File: config.mk
export PLATFORM = sky130hd
export DESIGN_NAME = irqc_top
export DESIGN_NICKNAME = d
export VERILOG_FILES = /design/src/rtl/irqc_pkg.sv /design/src/rtl/irqc_mask_reg.sv /design/src/rtl/irqc_soft_src.sv /design/src/rtl/irqc_out_stage.sv /design/src/rtl/irqc_top.sv
export SDC_FILE = /design/constraint.sdc
export NUM_CORES = 1
export LEC_CHECK = 0
export ABC_AREA = 1
export BUFFER_PORTS_ARGS = -buffer_cell sky130_fd_sc_hd__buf_2
export CORE_MARGIN = 2
export CORE_UTILIZATION = 55
export CTS_CLUSTER_SIZE = 24
export DETAILED_ROUTE_END_ITERATION = 12
export PLACE_DENSITY = 0.77
export SLEW_MARGIN = 20
export SYNTH_ARGS = -nofsm -noshare
export SYNTH_HDL_FRONTEND = slang
export SYNTH_HIERARCHICAL = 1
export SYNTH_SLANG_ARGS = --single-unit
File: constraint.sdc
create_clock -name clk -period 1.24 [get_ports clk]
set_input_delay 0.124 -clock clk [delete_from_list [all_inputs] [get_ports clk]]
set_output_delay 0.124 -clock clk [all_outputs]
set_load 0.005 [all_outputs]
File: src/rtl/irqc_pkg.sv
package irqc_pkg;
   localparam int ADDR_W = 4;
   localparam logic [ADDR_W-1:0] OFS_NSTAT   = 4'd0;
   localparam logic [ADDR_W-1:0] OFS_NRAW    = 4'd1;
   localparam logic [ADDR_W-1:0] OFS_NEN_SET = 4'd2;
   localparam logic [ADDR_W-1:0] OFS_NEN_CLR = 4'd3;
   localparam logic [ADDR_W-1:0] OFS_SW_SET  = 4'd4;
   localparam logic [ADDR_W-1:0] OFS_SW_CLR  = 4'd5;
   localparam logic [ADDR_W-1:0] OFS_FSTAT   = 4'd8;
   localparam logic [ADDR_W-1:0] OFS_FRAW    = 4'd9;
   localparam logic [ADDR_W-1:0] OFS_FEN_SET = 4'd10;
   localparam logic [ADDR_W-1:0] OFS_FEN_CLR = 4'd11;
   localparam int NUM_OUT = 2;
endpackage

File: src/rtl/irqc_mask_reg.sv
module irqc_mask_reg #(
   parameter int W = 32
) (
   input  logic         clk,
   input  logic         rst_n,
   input  logic         set_we,
   input  logic         clr_we,
   input  logic [W-1:0] wdata,
   output logic [W-1:0] mask_o
);
   always_ff @(posedge clk or negedge rst_n) begin
      if (!rst_n)      mask_o <= '0;
      else if (set_we) mask_o <= mask_o | wdata;
      else if (clr_we) mask_o <= mask_o & ~wdata;
   end

   a_r4_r5_set_bits: assert property (@(posedge clk) disable iff (!rst_n)
      set_we |=> ((mask_o & $past(wdata)) == $past(wdata)));
   a_r4_r5_clr_bits: assert property (@(posedge clk) disable iff (!rst_n)
      (clr_we && !set_we) |=> ((mask_o & $past(wdata)) == '0));
   a_r4_r5_hold: assert property (@(posedge clk) disable iff (!rst_n)
      (!set_we && !clr_we) |=> $stable(mask_o));
endmodule

File: src/rtl/irqc_soft_src.sv
module irqc_soft_src (
   input  logic clk,
   input  logic rst_n,
   input  logic set_we,
   input  logic clr_we,
   input  logic bit0,
   output logic soft_o
);
   always_ff @(posedge clk or negedge rst_n) begin
      if (!rst_n)                soft_o <= 1'b0;
      else if (set_we && bit0)   soft_o <= 1'b1;
      else if (clr_we && bit0)   soft_o <= 1'b0;
   end

   a_r7_soft_set: assert property (@(posedge clk) disable iff (!rst_n)
      (set_we && bit0) |=> soft_o);
   a_r7_soft_clr: assert property (@(posedge clk) disable iff (!rst_n)
      (clr_we && bit0 && !set_we) |=> !soft_o);
   a_r7_zero_data: assert property (@(posedge clk) disable iff (!rst_n)
      !bit0 |=> $stable(soft_o));
endmodule

File: src/rtl/irqc_out_stage.sv
module irqc_out_stage #(
   parameter int W       = 32,
   parameter bit REG_OUT = 1'b1
) (
   input  logic         clk,
   input  logic         rst_n,
   input  logic [W-1:0] raw,
   input  logic [W-1:0] mask,
   output logic         req_o
);
   logic hit;
   assign hit = |(raw & mask);

   if (REG_OUT) begin : g_reg
      always_ff @(posedge clk or negedge rst_n) begin
         if (!rst_n) req_o <= 1'b0;
         else        req_o <= hit;
      end
      a_r2_r3_follow: assert property (@(posedge clk) disable iff (!rst_n)
         1'b1 |=> (req_o == $past(|(raw & mask))));
   end else begin : g_comb
      assign req_o = hit;
      logic unused_clk;
      assign unused_clk = clk ^ rst_n;
   end
endmodule

File: src/rtl/irqc_top.sv
module irqc_top #(
   parameter int NUM_SRC = 32,
   parameter int DATA_W  = 32,
   parameter bit REG_OUT = 1'b1
) (
   input  logic                        clk,
   input  logic                        rst_n,
   input  logic [NUM_SRC-1:0]          src_i,
   input  logic                        bus_sel,
   input  logic                        bus_wr,
   input  logic [irqc_pkg::ADDR_W-1:0] bus_addr,
   input  logic [DATA_W-1:0]           bus_wdata,
   output logic [DATA_W-1:0]           bus_rdata,
   output logic                        irq_o,
   output logic                        fiq_o
);
   import irqc_pkg::*;

   initial begin
      if (NUM_SRC < 1 || NUM_SRC > DATA_W)
         $error("irqc_top: NUM_SRC must lie in 1..DATA_W");
   end

   localparam logic [ADDR_W-1:0] SET_OFS [NUM_OUT] = '{OFS_NEN_SET, OFS_FEN_SET};
   localparam logic [ADDR_W-1:0] CLR_OFS [NUM_OUT] = '{OFS_NEN_CLR, OFS_FEN_CLR};

   logic               wr_hit;
   logic               rd_hit;
   logic               soft_q;
   logic [NUM_SRC-1:0] raw;
   logic [NUM_SRC-1:0] en_q  [NUM_OUT];
   logic [NUM_OUT-1:0] req;

   assign wr_hit = bus_sel &&  bus_wr;
   assign rd_hit = bus_sel && !bus_wr;

   irqc_soft_src u_soft (
      .clk    (clk),
      .rst_n  (rst_n),
      .set_we (wr_hit && bus_addr == OFS_SW_SET),
      .clr_we (wr_hit && bus_addr == OFS_SW_CLR),
      .bit0   (bus_wdata[0]),
      .soft_o (soft_q)
   );

   if (NUM_SRC > 1) begin : g_raw_wide
      assign raw = {src_i[NUM_SRC-1:1], src_i[0] | soft_q};
   end else begin : g_raw_one
      assign raw = src_i | soft_q;
   end

   for (genvar g = 0; g < NUM_OUT; g++) begin : g_out
      irqc_mask_reg #(.W(NUM_SRC)) u_mask (
         .clk    (clk),
         .rst_n  (rst_n),
         .set_we (wr_hit && bus_addr == SET_OFS[g]),
         .clr_we (wr_hit && bus_addr == CLR_OFS[g]),
         .wdata  (bus_wdata[NUM_SRC-1:0]),
         .mask_o (en_q[g])
      );
      irqc_out_stage #(.W(NUM_SRC), .REG_OUT(REG_OUT)) u_stage (
         .clk   (clk),
         .rst_n (rst_n),
         .raw   (raw),
         .mask  (en_q[g]),
         .req_o (req[g])
      );
   end

   assign irq_o = req[0];
   assign fiq_o = req[1];

   always_comb begin
      bus_rdata = '0;
      if (rd_hit) begin
         case (bus_addr)
            OFS_NSTAT:           bus_rdata = DATA_W'(raw & en_q[0]);
            OFS_NRAW, OFS_FRAW:  bus_rdata = DATA_W'(raw);
            OFS_NEN_SET:         bus_rdata = DATA_W'(en_q[0]);
            OFS_SW_SET:          bus_rdata = DATA_W'(raw[0]);
            OFS_FSTAT:           bus_rdata = DATA_W'(raw & en_q[1]);
            OFS_FEN_SET:         bus_rdata = DATA_W'(en_q[1]);
            default:             bus_rdata = '0;
         endcase
      end
   end

   a_r9_status_write_ignored: assert property (@(posedge clk) disable iff (!rst_n)
      (wr_hit && (bus_addr == OFS_NSTAT || bus_addr == OFS_NRAW ||
                  bus_addr == OFS_FSTAT || bus_addr == OFS_FRAW))
      |=> ($stable(en_q[0]) && $stable(en_q[1]) && $stable(soft_q)));
   a_r9_clear_addr_reads_zero: assert property (@(posedge clk) disable iff (!rst_n)
      (rd_hit && (bus_addr == OFS_NEN_CLR || bus_addr == OFS_SW_CLR ||
                  bus_addr == OFS_FEN_CLR)) |-> (bus_rdata == '0));
   a_r7_soft_read_narrow: assert property (@(posedge clk) disable iff (!rst_n)
      (rd_hit && bus_addr == OFS_SW_SET) |-> (bus_rdata[DATA_W-1:1] == '0));
   a_r8_raw_tracks_pins: assert property (@(posedge clk) disable iff (!rst_n)
      (rd_hit && bus_addr == OFS_NRAW) |-> ((bus_rdata[NUM_SRC-1:0] & ~NUM_SRC'(1)) ==
                                            (src_i & ~NUM_SRC'(1))));
endmodule

# Yosys cells after proc, flatten, opt, wreduce, memory -nomap -nowiden
# Cells that the tools add are included.
dict set report word_totals {
  regBits 67
  latchBits 0
  mem_bits_rw 0
  rom_bits 0
  in_bits 72
  out_inout_bits 34
  wordCells 48
  n_memories 0
}
dict set report op_classes {
  addsub 0
  mul 0
  n_div 0
  magnitude_cmp 0
  eq_ne 9
  shifts 0
  mux 8
  bitwise 8
  reduce_logical 18
}
# operator n
set ops {}
lappend ops {{case mux 32 bit (6 select lines)} 1}
lappend ops {{2-to-1 mux 32 bit} 5}
lappend ops {{AND 32 bit} 4}
lappend ops {{bitwise OR 32 bit} 2}
lappend ops {{OR reduction 32 bit} 2}
lappend ops {{NOT 32 bit} 1}
lappend ops {{== test 4 bit (second input constant)} 4}
lappend ops {{logical AND 1 bit} 10}
lappend ops {{== test 4 x 2 -> 1 bit (second input constant)} 2}
lappend ops {{== test 4 x 3 -> 1 bit (second input constant)} 2}
lappend ops {{nonzero test 2 bit} 3}
lappend ops {{== test 4 x 1 -> 1 bit (second input constant)} 1}
lappend ops {{zero test 4 bit} 1}
lappend ops {{2-to-1 mux 1 bit} 2}
lappend ops {{OR reduction 2 bit} 1}
lappend ops {{zero test 1 bit} 1}
lappend ops {{bitwise OR 1 bit} 1}

# Longest topological paths before layout
# Gate-level depths: netlist of run 1.
dict set report logic_depth {
  ltp_word 5
  depth_mapped 9
}

# Modules after synthesis
# Netlist of run 1, hierarchy kept.
# mod instances cells_per_inst area_per_inst_um2 seq_area_each_um2
set modules_own_cells {}
lappend modules_own_cells {irqc_mask_reg 2 166 1337.5 800.8}
lappend modules_own_cells {irqc_top 1 403 1645.3 0.0}
lappend modules_own_cells {irqc_out_stage 2 64 261.5 25.0}
lappend modules_own_cells {irqc_soft_src 1 5 40.0 25.0}

# Least setup slack after synthesis of run 1
# No wires, ideal clock.
dict set report synth_timing {
  path_kind {input port to flip-flop}
  start {input bus_wr}
  end {register with a tool-made name}
  setup_time_ns 0.117
  t_arrival_ns 1.022
  slack_ns 0.102
  stages 6
  path_buffers 1
  cell_sequence {nand4_1 -> nor3_1 -> buf_6 -> nand2_1 -> nand2_1 -> nand2_1}
}
# element line_no
set synth_rtl {}
lappend synth_rtl {{from (decl)} irqc_top.sv:10} ;# input logic bus_wr,

==> results of run 1 <==
where the power goes:
group / internal (mW) / switching (mW)
combinational: 1.17 / 1.36
sequential: 2.60 / 0.360
clock: 1.03 / 0.863
total: 4.80 / 2.58
placed cells by master, fill, tap and decap left out, types with 3 or more instances in the layout:
cell type	n
nand2_1	516
buf_2	102
nor2_1	84
buf_4	78
dfrtp_1	67
inv_1	62
o21ai_1	30
a21oi_1	20
buf_12	13
nand2_2	12
a21oi_2	11
clkbuf_8	11
nor2_2	7
inv_2	6
buf_6	4
nor2_4	3
nand2_4	3
worst paths after layout:
path,slack (ns),depth (start not counted),to
setup / recovery,-0.31,6,bus_rdata[30]
hold / removal,0.02,3,register
setup reg to reg,-0.02,7,g_out[1].u_stage/req_o
hold reg to reg,0.50,2,register
max in group asynchronous,0.61,3,asynchronous set/reset pin
min in group asynchronous,0.32,3,asynchronous set/reset pin
per-layer routing:
metal  vias up  share of wire
met5         -              0
met4         0          0.045
met3        80           0.12
met2       419           0.47
met1      2847           0.37
li1       2951              -
worst register-to-register path, cell delays in order, from the launching register on:
cell,delay (ns)
dfrtp_1,0.39
or2_4,0.27
nand2_2,0.11
nand2_1,0.07
nor2_1,0.10
nand2_1,0.07
nor2_1,0.09
nand2_1,0.06
final cells by class:
class	count	area, µm²	area share
Clock buffer	13	159	0.0240
Tap cell	108	135	0.0204
Timing Repair Buffer	201	1480	0.223
Inverter	70	273	0.0412
Multi-Input combinational cell	698	2870	0.433
Clock inverter	2	35.0	0.00529
Sequential cell	67	1680	0.253
through the flow:
stage,setup TNS (ns),instance area [µm²],instances,total power [mW],worst slack (ns)
finish,-5.91,6630,1159,7.38,-0.309
global route,-8.97,6630,1159,7.81,-0.361
CTS,-5.02,6320,1142,7.05,-0.203
detailed placement,-6.63,5710,1076,4.70,-0.184
global placement,-3.14,5710,1076,4.61,-0.139
floorplan,0,4880,868,3.98,0.102
what timing repair did:
item                                   CTS  global route
gates resized for setup                 12            51
endpoints found under the hold margin   67             0
pin swaps                               67            59
setup buffers                           50            15
setup endpoints to repair               34            34
cloned                                   0             3
hold buffers                             1             0
kinds of logic after synthesis:
family	after synthesis
compound gates	64
buf+inv	103
flops	67
simple gates	634
==> results.py, run 1 <==
metrics = {
    "synthesis": {
        "syn_nets": 940,
        "ys_ff_latch": 67,
        "synth_top_area_frac": 0.407,
        "synthSimpleGateAreaFrac": 0.493,
        "synthAdderAreaFrac": 0,
        "ys_top_cells_by_area": "nand2_1 (41%), dfrtp_1 (34%), nor2_1 (7.0%)",
        "synthMuxAreaShare": 0,
        "yosysSeqAreaShare": 0.343,
        "avgSynthCellArea_um2": 5.63,
        "synth.distinct_cells": 20,
        "syn_inst": 868,
        "synthArstFlopShare": 1.00,
        "synth-compound-area-share": 0.0661,
        "synth_largest_area_cell": "nand2_1",
        "synth_most_common_cell": "nand2_1",
        "syn-cell-area_um2": 4880,
        "yosys-top-cells-count": "nand2_1 (530), nor2_1 (91), dfrtp_1 (67), inv_1 (67), a21oi_1 (31)",
        "synthXorXnorAreaFrac": 0,
        "synth_top_family_by_area": "simple AND/OR/NAND/NOR gates",
        "synth_flop_cell": "dfrtp_1",
        "ys_warn_count": 6,
        "synth_edf_count": 0,
    },
    "global_routing": {
        "grt_pass1_vias": 5875,
        "antenna_found_initial": 0,
        "grt_pass1_wl_um": 26900,
        "grt_util_met2": 0.582,
        "met3_usage": 0.0651,
        "grt-ovfl-total": 0,
        "use_met1": 0.425,
        "grt_max_degree": 68,
        "grt-busiest-layer": "met2",
        "track_usage": 0.342,
    },
    "sta": {
        "setup_violations": 33,
        "setup_ws_ns": -0.309,
        "tightest_slew_ns": 0.378,
        "grt_setup_unrepaired": "yes",
        "period_needed_ns": 1.55,
        "period_share": 1.25,
        "drv_slew": 0,
        "fmax_mhz": 646,
        "hold_viol": 0,
        "worst_clock_skew_ns": 0.00899,
        "hold_slack_ns": 0.0151,
        "slew_headroom": 0.748,
    },
    "setup_path": {
        "cpMostUsedCell": "nor2_1",
        "path_buf_inv": 1,
        "max_stage_delay_ns": 0.43,
        "cp_slowest_cell": "dfrtp_1",
        "arrival_ns": 1.42,
        "required_ns": 1.12,
        "cp_top_family": "flip-flops",
        "crit_fanout": 4,
        "critPathKind": "register to output port",
        "end_kind": "output port",
        "start_kind": "register",
        "rr_startpoint": "u_soft/soft_o",
        "path_cells": "o21ai_1 > nor2_1 > o21a_1 > nor2_1 > nor2_1 > buf_2",
    },
    "cts": {
        "root_buffer": "clkbuf_8",
        "cts_tree": "yes",
        "htree_levels": 3,
        "clock_latency_ns": 0.35,
        "clk_pin_slew_ns": 0.08,
        "numCtsBuffers": 9,
        "clockBufferDepth": 2,
        "cts_sinks": 67,
    },
    "layout": {
        "area.growth.synth_to_final_pct": 35.7,
        "fillers": 678,
        "diodes": 0,
        "nets": 1119,
        "drive_gt1_frac": 0.249,
        "fin_util": 0.764,
    },
    "pwr": {
        "total_leakage_power_nw": 3.70,
        "irDropWorstVdd_v": 0.000825,
        "p_per_area_nw_per_um2": 1110,
    },
    "route": {
        "viasPerCell": 5.43,
        "drt_iter0_drc": 643,
        "first_pass_iters": 6,
        "vias": 6297,
        "drc_errors": 0,
        "wirelength_um": 17600,
        "antenna_left": 0,
        "post_drt_wl_per_cell_um": 15.1,
    },
    "floorplanning": {
        "dieArea_um2": 9650,
        "rows": 34,
        "ios": 106,
        "die_w_um": 98.2,
        "start_util": 0.563,
        "fp.dieH_um": 98.2,
        "coreArea_um2": 8680,
    },
    "placement": {
        "portBuffers": 105,
        "gp_congestion": 0.869,
        "dp_hpwl_um": 10700,
    },
    "flow_run": {
        "max_cap_violations": 0,
    },
    "outcome": {
        "violations": "negative setup slack",
        "outcome": "complete, but fails checks",
    },
    "hold_path": {
        "hp-start": "bus_wdata[6]",
        "worstHoldPathType": "input pin to register",
    },
}
Power figures use the tool's default switching activity.
==> run 2: changes to the inputs <==
==> constraint.sdc (replaced) <==
create_clock -name clk -period 1.24 [get_ports clk]
set_input_delay 0.186 -clock clk [delete_from_list [all_inputs] [get_ports clk]]
set_output_delay 0.186 -clock clk [all_outputs]
set_load 0.005 [all_outputs]
==> results.py, run 2 (same netlist as run 1, synthesis figures left out) <==
metrics = {
    "global_routing": {
        "grt-ovfl-total": 0,
        "track_usage": 0.380,
        "grt_pass1_vias": 6190,
        "antenna_found_initial": 0,
        "grt_max_degree": 68,
        "grt_pass1_wl_um": 29400,
    },
    "placement": {
        "portBuffers": 105,
        "gp_congestion": 0.860,
        "dp_hpwl_um": 11100,
    },
    "setup_path": {
        "critPathKind": "register to output port",
        "rr_startpoint": "u_soft/soft_o",
        "end_kind": "output port",
        "crit_fanout": 4,
        "start_kind": "register",
        "arrival_ns": 1.45,
        "required_ns": 1.05,
    },
    "floorplanning": {
        "rows": 34,
        "coreArea_um2": 8680,
        "dieArea_um2": 9650,
        "ios": 106,
        "fp.dieH_um": 98.2,
        "die_w_um": 98.2,
        "start_util": 0.563,
    },
    "route": {
        "vias": 6734,
        "wirelength_um": 20800,
        "antenna_left": 0,
        "drt_iter0_drc": 848,
        "post_drt_wl_per_cell_um": 18.1,
        "viasPerCell": 5.85,
        "drc_errors": 0,
        "first_pass_iters": 7,
    },
    "layout": {
        "drive_gt1_frac": 0.312,
        "final_common_cell": "nand2_1",
        "area.growth.synth_to_final_pct": 45.5,
        "nets": 1111,
        "layout_common_cells": "nand2_1 (494), buf_2 (101), dfrtp_1 (67)",
        "fillers": 555,
        "diodes": 0,
    },
    "cts": {
        "numCtsBuffers": 9,
        "clockBufferDepth": 2,
        "root_buffer": "clkbuf_8",
        "htree_levels": 3,
        "cts_tree": "yes",
        "clk_pin_slew_ns": 0.08,
        "clock_latency_ns": 0.34,
        "cts_sinks": 67,
    },
    "sta": {
        "fmax_mhz": 612,
        "setup_violations": 59,
        "grt_setup_unrepaired": "yes",
        "fin_tns_setup_ns": -11.70,
        "worst_clock_skew_ns": 0.00964,
        "slew_headroom": 0.736,
        "setup_ws_ns": -0.393,
        "tightest_slew_ns": 0.396,
        "hold_slack_ns": 0.0763,
        "hold_viol": 0,
        "period_share": 1.32,
        "period_needed_ns": 1.63,
        "drv_slew": 0,
    },
    "pwr": {
        "p_per_area_nw_per_um2": 1080,
        "fin_total_pwr_mw": 7.68,
        "total_leakage_power_nw": 3.88,
        "irDropWorstVdd_v": 0.000625,
    },
    "outcome": {
        "outcome": "complete, but fails checks",
        "violations": "negative setup slack",
    },
    "hold_path": {
        "hp-start": "bus_wdata[7]",
        "worstHoldPathType": "input pin to register",
    },
    "flow_run": {
        "max_cap_violations": 0,
    },
}
run 2: stage by stage:
step / area (µm²) / util / instances / setup slack [ns]
5_1_grt: 7110 / 0.819 / 1152 / -0.437
2_1_floorplan: 4880 / - / 868 / 0.0396
6_report: 7110 / 0.819 / 1152 / -0.393
3_5_place_dp: 5730 / 0.660 / 1077 / -0.274
4_1_cts: 6570 / 0.757 / 1138 / -0.255
3_3_place_gp: 5730 / 0.660 / 1077 / -0.237
run 2: timing repair:
item                       CTS  global route
cloned                       3             5
gates resized for setup     62           109
hold buffers                 1             0
hold endpoints to repair    67             0
setup endpoints to repair   34            60
buffers inserted            41            10
pin swaps                   45            63
run 2: worst paths after layout:
check | depth (start not counted) | to | slack, ns
worst max-delay path | 7 | bus_rdata[31] | -0.39
worst min-delay path | 3 | register | 0.08
worst max register to register | 8 | g_out[1].u_stage/req_o | -0.18
worst min register to register | 2 | register | 0.50
max in group asynchronous | 3 | asynchronous set/reset pin | 0.52
min in group asynchronous | 3 | asynchronous set/reset pin | 0.38
run 2: layout make-up:
class	count	area, µm²	share of cell area
multi-input cells	698	3200	0.450
repair buffers	193	1610	0.226
inverters	70	278	0.0391
clock inverters	5	77.6	0.0109
well taps	108	135	0.0190
flip-flops and latches	67	1680	0.236
clock buffers	11	131	0.0185
run 2: metal layers:
metal / GRT usage / vias to the layer above / part of all wire
met5: 0 / - / 0
met4: 0.219 / 0 / 0.072
met3: 0.0737 / 165 / 0.13
met2: 0.629 / 573 / 0.46
met1: 0.464 / 3060 / 0.34
li1: - / 2936 / -
run 2: worst max-delay path, cell delays in order (launching register included):
cell	delay (ns)
dfrtp_1	0.45
nor2_1	0.08
nor2_1	0.11
nand2_1	0.08
nand2_1	0.08
nand2_1	0.07
a21oi_2	0.13
buf_2	0.12
run 2: report_power, final:
group	internal (mW)	total [mW]	switching, mW	leakage [nW]
combinational	1.10	2.63	1.53	2.93
clock	1.13	2.05	0.918	0.103
sequential	2.60	3.00	0.394	0.849
